File: src/rtl/pcie_rst_seq_pkg.sv
package pcie_rst_seq_pkg;

   typedef enum logic [2:0] {
      ST_IDLE,
      ST_PWR_WAIT,
      ST_CLK_WAIT,
      ST_TMR_WAIT,
      ST_LINK_WAIT,
      ST_POST_WAIT,
      ST_READY
   } seq_state_e;

   // Timer slots in the timer array
   localparam int TMR_PWR  = 0;
   localparam int TMR_RC   = 1;
   localparam int TMR_POST = 2;
   localparam int TMR_NUM  = 3;

   // Cycles covering a minimum time in microseconds, rounded up, plus margin
   function automatic longint unsigned us_to_cycles(longint unsigned hz,
                                                     longint unsigned us,
                                                     longint unsigned extra);
      return (hz * us + 64'd999_999) / 64'd1_000_000 + extra;
   endfunction

endpackage

File: src/rtl/pcie_rst_seq_timer.sv
module pcie_rst_seq_timer #(
   parameter int              W   = 8,
   parameter longint unsigned LEN = 10
) (
   input  logic clk,
   input  logic rst_n,
   input  logic load_i,
   input  logic run_i,
   output logic done_o
);

   logic [W-1:0] cnt_q;

   if (LEN < 1) begin : g_len_chk
      $error("pcie_rst_seq_timer: LEN must be at least 1");
   end
   if (LEN - 1 >= (64'd1 << W)) begin : g_w_chk
      $error("pcie_rst_seq_timer: W too small for LEN");
   end

   // Loaded with LEN-1: done is seen LEN cycles after the loading edge
   always_ff @(posedge clk or negedge rst_n) begin
      if (!rst_n) begin
         cnt_q <= '0;
      end else if (load_i) begin
         cnt_q <= W'(LEN - 1);
      end else if (run_i && (cnt_q != '0)) begin
         cnt_q <= cnt_q - 1'b1;
      end
   end

   assign done_o = (cnt_q == '0);

endmodule

File: src/rtl/pcie_rst_seq_speed.sv
module pcie_rst_seq_speed #(
   parameter int SPEED_W       = 3,
   parameter int SLOW_MAX_CODE = 2
) (
   input  logic [SPEED_W-1:0] speed_i,
   output logic               fast_o
);

   localparam logic [SPEED_W-1:0] THRESH = SPEED_W'(SLOW_MAX_CODE);

   if (SLOW_MAX_CODE >= (1 << SPEED_W)) begin : g_thr_chk
      $error("pcie_rst_seq_speed: SLOW_MAX_CODE does not fit SPEED_W");
   end

   assign fast_o = (speed_i > THRESH);

endmodule

File: src/rtl/pcie_rst_seq.sv
module pcie_rst_seq #(
   parameter int unsigned CLK_HZ           = 100_000_000,
   parameter int unsigned PWR_MIN_US       = 100_000,
   parameter int unsigned REFCLK_MIN_US    = 100,
   parameter int unsigned POST_MIN_US      = 100_000,
   parameter int unsigned PWR_EXTRA_CYC    = 0,
   parameter int unsigned REFCLK_EXTRA_CYC = 0,
   parameter int unsigned POST_EXTRA_CYC   = 0,
   parameter int          SPEED_W          = 3,
   parameter int          SLOW_MAX_CODE    = 2
) (
   input  logic               clk,
   input  logic               rst_n,
   input  logic               start_i,
   input  logic               pwr_good_i,
   input  logic               refclk_good_i,
   input  logic               link_up_i,
   input  logic [SPEED_W-1:0] max_speed_i,
   output logic               pwr_en_o,
   output logic               refclk_en_o,
   output logic               slot_rst_n_o,
   output logic               cfg_ready_o
);

   import pcie_rst_seq_pkg::*;

   localparam longint unsigned PWR_CYC  = us_to_cycles(CLK_HZ, PWR_MIN_US, PWR_EXTRA_CYC);
   localparam longint unsigned RC_CYC   = us_to_cycles(CLK_HZ, REFCLK_MIN_US, REFCLK_EXTRA_CYC);
   localparam longint unsigned POST_CYC = us_to_cycles(CLK_HZ, POST_MIN_US, POST_EXTRA_CYC);
   localparam longint unsigned MAX_A    = (PWR_CYC > RC_CYC) ? PWR_CYC : RC_CYC;
   localparam longint unsigned MAX_CYC  = (MAX_A > POST_CYC) ? MAX_A : POST_CYC;
   localparam int              CW       = $clog2(MAX_CYC + 1);

   if (CLK_HZ == 0) begin : g_hz_chk
      $error("pcie_rst_seq: CLK_HZ must be non-zero");
   end
   if (PWR_MIN_US == 0 || REFCLK_MIN_US == 0 || POST_MIN_US == 0) begin : g_us_chk
      $error("pcie_rst_seq: minimum delays must be non-zero");
   end
   if (SPEED_W < 2) begin : g_sw_chk
      $error("pcie_rst_seq: SPEED_W must be at least 2");
   end

   seq_state_e          state_q, state_d;
   logic [TMR_NUM-1:0]  tmr_load, tmr_run, tmr_done;
   logic                fast_port;
   logic                stable_lost;
   logic                pwr_lost;

   // Speed class of this port
   pcie_rst_seq_speed #(
      .SPEED_W       (SPEED_W),
      .SLOW_MAX_CODE (SLOW_MAX_CODE)
   ) u_speed (
      .speed_i (max_speed_i),
      .fast_o  (fast_port)
   );

   // One down-counter per minimum delay
   for (genvar gi = 0; gi < TMR_NUM; gi++) begin : g_tmr
      localparam longint unsigned TLEN = (gi == TMR_PWR) ? PWR_CYC :
                                         (gi == TMR_RC)  ? RC_CYC  : POST_CYC;
      pcie_rst_seq_timer #(
         .W   (CW),
         .LEN (TLEN)
      ) u_tmr (
         .clk    (clk),
         .rst_n  (rst_n),
         .load_i (tmr_load[gi]),
         .run_i  (tmr_run[gi]),
         .done_o (tmr_done[gi])
      );
   end

   assign pwr_lost    = !pwr_good_i;
   assign stable_lost = !pwr_good_i || !refclk_good_i;

   // Timer control: each timer reloads on entry to the wait it guards
   always_comb begin
      tmr_load = '0;
      tmr_run  = '0;
      tmr_load[TMR_PWR]  = (state_q == ST_PWR_WAIT) && pwr_good_i;
      tmr_run[TMR_PWR]   = (state_q == ST_CLK_WAIT) || (state_q == ST_TMR_WAIT);
      tmr_load[TMR_RC]   = (state_q == ST_CLK_WAIT) && pwr_good_i && refclk_good_i;
      tmr_run[TMR_RC]    = (state_q == ST_TMR_WAIT);
      tmr_load[TMR_POST] = ((state_q == ST_TMR_WAIT) && !stable_lost &&
                            tmr_done[TMR_PWR] && tmr_done[TMR_RC] && !fast_port) ||
                           ((state_q == ST_LINK_WAIT) && !stable_lost && link_up_i);
      tmr_run[TMR_POST]  = (state_q == ST_POST_WAIT);
   end

   // Sequencing
   always_comb begin
      state_d = state_q;
      unique case (state_q)
         ST_IDLE: begin
            if (start_i) state_d = ST_PWR_WAIT;
         end
         ST_PWR_WAIT: begin
            if (pwr_good_i) state_d = ST_CLK_WAIT;
         end
         ST_CLK_WAIT: begin
            if (pwr_lost)           state_d = ST_PWR_WAIT;
            else if (refclk_good_i) state_d = ST_TMR_WAIT;
         end
         ST_TMR_WAIT: begin
            if (stable_lost)
               state_d = ST_PWR_WAIT;
            else if (tmr_done[TMR_PWR] && tmr_done[TMR_RC])
               state_d = fast_port ? ST_LINK_WAIT : ST_POST_WAIT;
         end
         ST_LINK_WAIT: begin
            if (stable_lost)    state_d = ST_PWR_WAIT;
            else if (link_up_i) state_d = ST_POST_WAIT;
         end
         ST_POST_WAIT: begin
            if (stable_lost)              state_d = ST_PWR_WAIT;
            else if (tmr_done[TMR_POST])  state_d = ST_READY;
         end
         ST_READY: begin
            if (stable_lost || start_i) state_d = ST_PWR_WAIT;
         end
         default: state_d = ST_IDLE;
      endcase
   end

   always_ff @(posedge clk or negedge rst_n) begin
      if (!rst_n) state_q <= ST_IDLE;
      else        state_q <= state_d;
   end

   // Output decode from the registered state
   always_comb begin
      pwr_en_o     = (state_q != ST_IDLE);
      refclk_en_o  = (state_q == ST_CLK_WAIT) || (state_q == ST_TMR_WAIT) ||
                     (state_q == ST_LINK_WAIT) || (state_q == ST_POST_WAIT) ||
                     (state_q == ST_READY);
      slot_rst_n_o = (state_q == ST_LINK_WAIT) || (state_q == ST_POST_WAIT) ||
                     (state_q == ST_READY);
      cfg_ready_o  = (state_q == ST_READY);
   end

endmodule

File: config.mk
export PLATFORM = sky130hd
export DESIGN_NAME = pcie_rst_seq
export DESIGN_NICKNAME = d
export VERILOG_FILES = /design/src/rtl/pcie_rst_seq_pkg.sv /design/src/rtl/pcie_rst_seq_timer.sv /design/src/rtl/pcie_rst_seq_speed.sv /design/src/rtl/pcie_rst_seq.sv
export SDC_FILE = /design/constraint.sdc
export NUM_CORES = 1
export LEC_CHECK = 0
export ABC_AREA = 1
export BUFFER_PORTS_ARGS = -buffer_cell sky130_fd_sc_hd__buf_2
export CORE_ASPECT_RATIO = 0.7
export CORE_MARGIN = 2
export CORE_UTILIZATION = 30
export DETAILED_ROUTE_END_ITERATION = 6
export GPL_ROUTABILITY_DRIVEN = 0
export GPL_TIMING_DRIVEN = 0
export PLACE_DENSITY = 0.48
export SLEW_MARGIN = 20
export SYNTH_ARGS = -nofsm -noshare
export SYNTH_HDL_FRONTEND = slang
export SYNTH_HIERARCHICAL = 1
export SYNTH_SLANG_ARGS = --single-unit
File: constraint.sdc
create_clock -name clk -period 2.44 [get_ports clk]
set_input_delay 0.244 -clock clk [delete_from_list [all_inputs] [get_ports clk]]
set_output_delay 0.244 -clock clk [all_outputs]
set_load 0.1 [all_outputs]
---- Word level (Yosys, flattened, before mapping) ----
Cells that the tools add are included.
W data, S select, Z words.
storage, ports and cells
  flip-flop bits (word level) ............. 75
  output and inout port bits .............. 4
  word-level logic and storage cells ...... 78
operators by class
  $add $sub $neg .......................... 3
  order comparisons ....................... 1
  equality and inequality tests ........... 13
  multiplexer cells ....................... 19
  reductions and logical operators ........ 38
operator list
  operator                 number
  $mux W24                 6
  $logic_not A24 Y1        3
  $reduce_bool A24 Y1      3
  $sub A24 B1 Y24 const B  3
  $mux W3                  11
  $pmux W3 S7              1
  $logic_and A1 B1 Y1      13
  $ne A3 B3 Y1 const B     4
  $eq A3 B3 Y1 const B     3
  $logic_or A1 B1 Y1       9
  $reduce_and A7 Y1        1
  $eq A3 B2 Y1 const B     2
  $reduce_bool A2 Y1       3
  $logic_not A1 Y1         4
  $ne A2 B2 Y1 const B     2
  $eq A3 B1 Y1 const B     1
  $gt A3 B2 Y1 const B     1
  $logic_not A3 Y1         1
  $reduce_bool A3 Y1       1
  $ne A2 B1 Y1 const B     1
  $mux W1                  1

---- Logic depth before layout (Yosys ltp) ----
  word-level depth ........................ 9
  gate-level depth with buffers ........... 16
  depth with buffers taken out ............ 15

---- Hierarchy ----
Netlist, hierarchy kept.
modules (own cells, without submodules)
  module                                instances  cells each  area an instance (um2)  sequential area each (um2)
  pcie_rst_seq_timer at g_tmr[2].u_tmr  1          260         1730.4                  600.6
  pcie_rst_seq_timer at g_tmr[0].u_tmr  1          262         1711.6                  600.6
  pcie_rst_seq_timer at g_tmr[1].u_tmr  1          253         1674.1                  600.6
  pcie_rst_seq                          1          67          354.1                   75.1
  pcie_rst_seq_speed                    1          3           11.3                    0.0

---- Least setup slack after synthesis ----
No wires, ideal clock.
  kind .................................... register -> output
  start point ............................. register state_q[0]
  end point ............................... output refclk_en_o
  arrival ................................. 2688 ps
  data required time ...................... 2196 ps
  slack ................................... -492 ps
  cell stages (with the launch flop) ...... 7
  path through ............................ dfrtp_1 buf_4 nand2_1 inv_1 nor2_1 nor2_1 inv_1
between the ends
  cells in the longest elaborated chain, start to end .. 5
  elaborated cells between the ends (all ways) .. 9
  those cells by class .................... eq/ne: 5; reduce/logical: 4
ends and longest elaborated chain
  item                              RTL line             RTL
  start, declared                   pcie_rst_seq.sv:44   seq_state_e state_q, state_d;
  start signal, assigned            pcie_rst_seq.sv:129  else state_q <= state_d;
  $eq A3 B2 Y1                      pcie_rst_seq.sv:135  refclk_en_o = (state_q == ST_CLK_WAIT) || (state_q == ST_TMR_WAIT) ||
  $logic_or A1 B1 Y1 (2 in series)  pcie_rst_seq.sv:135
  $logic_or A1 B1 Y1                pcie_rst_seq.sv:136  (state_q == ST_LINK_WAIT) || (state_q == ST_POST_WAIT) ||
  $logic_or A1 B1 Y1 (*)            pcie_rst_seq.sv:136
  end, declared                     pcie_rst_seq.sv:20   output logic refclk_en_o,
Mark *: on every way between the ends. The rest lies on a longest branch, timed or not.

---- Final worst setup path ----
  start point ............................. register g_tmr[0].u_tmr.cnt_q[0]
  end point ............................... register g_tmr[2].u_tmr.cnt_q[15]
between the ends
  cells in the longest elaborated chain, start to end .. 6
  elaborated cells between the ends (all ways) .. 7
  those cells by class .................... mux: 1; reduce/logical: 6
ends and longest elaborated chain
  item                                            RTL line                  RTL
  start, declared                                 pcie_rst_seq_timer.sv:12  logic [W-1:0] cnt_q;
  start signal, assigned                          pcie_rst_seq_timer.sv:26  cnt_q <= W'(LEN - 1);
  start signal, assigned                          pcie_rst_seq_timer.sv:28  cnt_q <= cnt_q - 1'b1;
  $logic_not A24 Y1 (*)                           pcie_rst_seq_timer.sv:32  assign done_o = (cnt_q == '0);
  named net tmr_done[0]                           pcie_rst_seq.sv:45        logic [TMR_NUM-1:0] tmr_load, tmr_run, tmr_done;
  $logic_and A1 B1 Y1 (*)                         pcie_rst_seq.sv:86        tmr_load[TMR_POST] = ((state_q == ST_TMR_WAIT) && !stable_lost &&
  $logic_and A1 B1 Y1 (*) (2 in series)           pcie_rst_seq.sv:87        tmr_done[TMR_PWR] && tmr_done[TMR_RC] && !fast_port) ||
  $logic_or A1 B1 Y1 (*)                          pcie_rst_seq.sv:87
  named net tmr_load[2]                           pcie_rst_seq.sv:45
  $mux W24 or $reduce_bool A2 Y1 (tied branches)  --
  end signal, assigned                            pcie_rst_seq_timer.sv:26
  end signal, assigned                            pcie_rst_seq_timer.sv:28
  end, declared                                   pcie_rst_seq_timer.sv:12
The timed path passes the listed nets; every way through them passes the cells marked *.
A chain may end at the register's enable or synchronous reset.

==> impl_metrics.env <==
export IMPL_num_io_pins=13
export IMPL_routed_via_density=4.78
export IMPL_grt_max_degree=46
export IMPL_yosysMostFrequentCell="nand2_1"
export IMPL_post_route_period_util_pct=96.2
export IMPL_cap_violations=0
export IMPL_die_h_um=117
export IMPL_critPathArrivalTime_ns=2.59
export IMPL_async_flop_share_pct=100
export IMPL_synth_seq_cells=75
export IMPL_area_delta_synth_final_pct=17.6
export IMPL_grt_pass1_wl_um=26300
export IMPL_grt_pass1_vias=4933
export IMPL_synth_common_cells="nand2_1 (312), nor2_1 (116), inv_1 (82)"
export IMPL_io_buffers=12
export IMPL_wirelength_um=15800
export IMPL_fp_dieArea_um2=19400
export IMPL_drtPass1Iterations=5
export IMPL_hold_viol=0
export IMPL_synth_edf_count=0
export IMPL_syn_cell_area_um2=5480
export IMPL_avgSynthCellArea_um2=6.49
export IMPL_end_kind="flop"
export IMPL_p_leak_nw=3.32
export IMPL_core_rowCount=41
export IMPL_irDropWorstVdd_mv=0.742
export IMPL_setup_violations=0
export IMPL_core_um2=18000
export IMPL_path_class="reg2reg"
export IMPL_yosysUniqueCellTypes=34
export IMPL_drive_gt1_share_pct=15.5
export IMPL_cp_max_fo=6
export IMPL_antenna_found_initial=0
export IMPL_cts_buffers=9
export IMPL_grtUsageTotal_pct=17.7
export IMPL_drv_slew=0
export IMPL_fin_crit_ns=2.35
export IMPL_post_place_ws_ns=-0.376
export IMPL_gr_total_overflow=0
export IMPL_vias=5383
export IMPL_clk_latency_ns=0.35
export IMPL_diodes=0
export IMPL_drcViolationCount=0
export IMPL_initialDrtViolationCount=521
export IMPL_ys_flop_type="dfrtp_1"
export IMPL_cts_buffer_depth=2
export IMPL_p_per_area_nw_per_um2=1170
export IMPL_synth_cells=845
export IMPL_dp_hpwl_um=11600
export IMPL_ys_top_cells_by_area="dfrtp_1 (34%), nand2_1 (21%), nor2_1 (7.9%), nand3_1 (7.1%), nand4_1 (6.5%)"
export IMPL_setup_ws_ns=0.0917
export IMPL_ys_warn_count=6
export IMPL_finalSetupTns_ns=0
export IMPL_crit_required_ns=2.68
export IMPL_fp_dieW_um=166
export IMPL_cts_root_buffer="clkbuf_16"
export IMPL_tritoncts="built"
export IMPL_start_kind="flop"
export IMPL_initial_utilization_pct=30.5
export IMPL_htreeDepth=3
export IMPL_detail_route_antenna_nets=0
export IMPL_yosysTopAreaCell="dfrtp_1"
export IMPL_slew_headroom_pct=56.9
export IMPL_layout_nets=899
export IMPL_wire_per_inst_um=14.1
export IMPL_stdcell_count=1125
export IMPL_status="finished, final reports clean"
export IMPL_p_total_mw=7.56
export IMPL_cts_sinks=75
export IMPL_worst_pin_slew_ns=0.647
export IMPL_synth_nets=860
export IMPL_synthDominantCellAreaShare_pct=34.2
export IMPL_dp_cells=1094
export IMPL_yosysSeqAreaShare_pct=34.2
export IMPL_fmax_ghz=0.426
export IMPL_clkSlewWorstSetupHoldPaths_ns=0.06
export IMPL_skew_ns=0.00801
export IMPL_hp_class="in2reg"
[worst max-delay path: stages (launching register included)]
cell       delay [ns]
dfrtp_1          0.39
inv_2            0.09
ha_4             0.13
inv_2            0.04
nor2_2           0.11
nand4_1          0.13
nor4b_2          0.32
nand2_1          0.15
o31ai_4          0.31
inv_4            0.12
nand2_8          0.11
buf_8            0.14
clkbuf_16        0.15
o21ai_2          0.05
[layout make-up]
type | count | area (um^2)
multi-input cells | 661 | 3180
plain buffers | 21 | 176
fillers | 1943 | 11500
well taps | 236 | 295
inverters | 88 | 343
repair buffers | 28 | 250
clock buffers | 10 | 239
clock inverters | 6 | 88.8
flip-flops and latches | 75 | 1880
[cells by family after synthesis]
| group | synth area share [%] |
|---|---|
| buffers and inverters | 8.88 |
| XOR/XNOR | 0.959 |
| flip-flops | 34.2 |
| AND/OR/NAND/NOR | 50.7 |
| adder cells (fa/ha/maj) | 1.37 |
| AO/OA/AOI/OAI | 3.88 |
[cells in the final DEF (no fill, tap or decap), types with 3 or more instances in the layout]
master       n
clkbuf_16   12
inv_2        8
ha_1         5
o21ai_0      6
buf_8        4
nand2_4      3
o21ai_1      5
nand2_1    312
nor2_1     114
nand3b_1     3
nor2_4       5
xor2_1       4
buf_4       14
o21ai_2     12
nand4_1     57
nand3_1     78
nand2_2      8
or2_2        5
dfrtp_1     75
buf_1        3
inv_1       77
buf_2       19
a21o_1       4
nor2_2      25
[stage by stage]
| stage | util [%] | area (um^2) | hold slack (ns) |
|---|---|---|---|
| 6_report | 35.9 | 6440 | 0.294 |
| 5_1_grt | 35.9 | 6440 | 0.357 |
| 4_1_cts | 34.7 | 6220 | 0.283 |
| 3_5_place_dp | 32.6 | 5860 | 0.324 |
| 3_3_place_gp | 32.5 | 5840 | 0.516 |
| 2_1_floorplan | - | 5480 | -0.0516 |
[flip-flops by register name, indices dropped and copies added (netlist names)]
| signal | cells |
|---|---|
| g_tmr.u_tmr/cnt_q | 72 |
| state_q | 3 |
[repair_timing]
item	4_1_cts	5_1_grt
pin swaps	1	5
hold buffers	1	0
setup endpoints to repair	24	25
buffers inserted	0	11
cloned	0	3
endpoints found under the hold margin	44	0
gates resized for setup	7	20
[metal layers]
layer  up-vias  GRT usage, %  share of wire (%)
li1       2783             -                  -
met1      2458          28.1                 56
met2       131          24.2                 38
met3        11          3.38                5.5
met4         0          3.97               0.86
met5         -             0                  0
[where the power goes]
part | total [mW] | internal [mW] | switching (mW)
Clock | 1.50 | 0.924 | 0.574
Sequential | 2.09 | 1.62 | 0.466
Combinational | 3.97 | 1.31 | 2.66
[final timing paths]
kind,depth (start not counted),slack [ns],end,start
worst max-delay path,13,0.09,g_tmr[2].u_tmr/cnt_q[15]$_DFFE_PN0P_,g_tmr[0].u_tmr/cnt_q[0]$_DFFE_PN0P_
max in group asynchronous,3,1.36,g_tmr[2].u_tmr/cnt_q[17]$_DFFE_PN0P_,rst_n
worst min-delay path,5,0.29,state_q[1]$_DFFE_PN0P_,pwr_good_i
worst min register to register,2,0.53,g_tmr[2].u_tmr/cnt_q[0]$_DFFE_PN0P_,g_tmr[2].u_tmr/cnt_q[0]$_DFFE_PN0P_
min in group asynchronous,2,0.46,g_tmr[0].u_tmr/cnt_q[1]$_DFFE_PN0P_,rst_n
worst max register to register,13,0.09,g_tmr[2].u_tmr/cnt_q[15]$_DFFE_PN0P_,g_tmr[0].u_tmr/cnt_q[0]$_DFFE_PN0P_
Power figures use the tool's default switching activity.
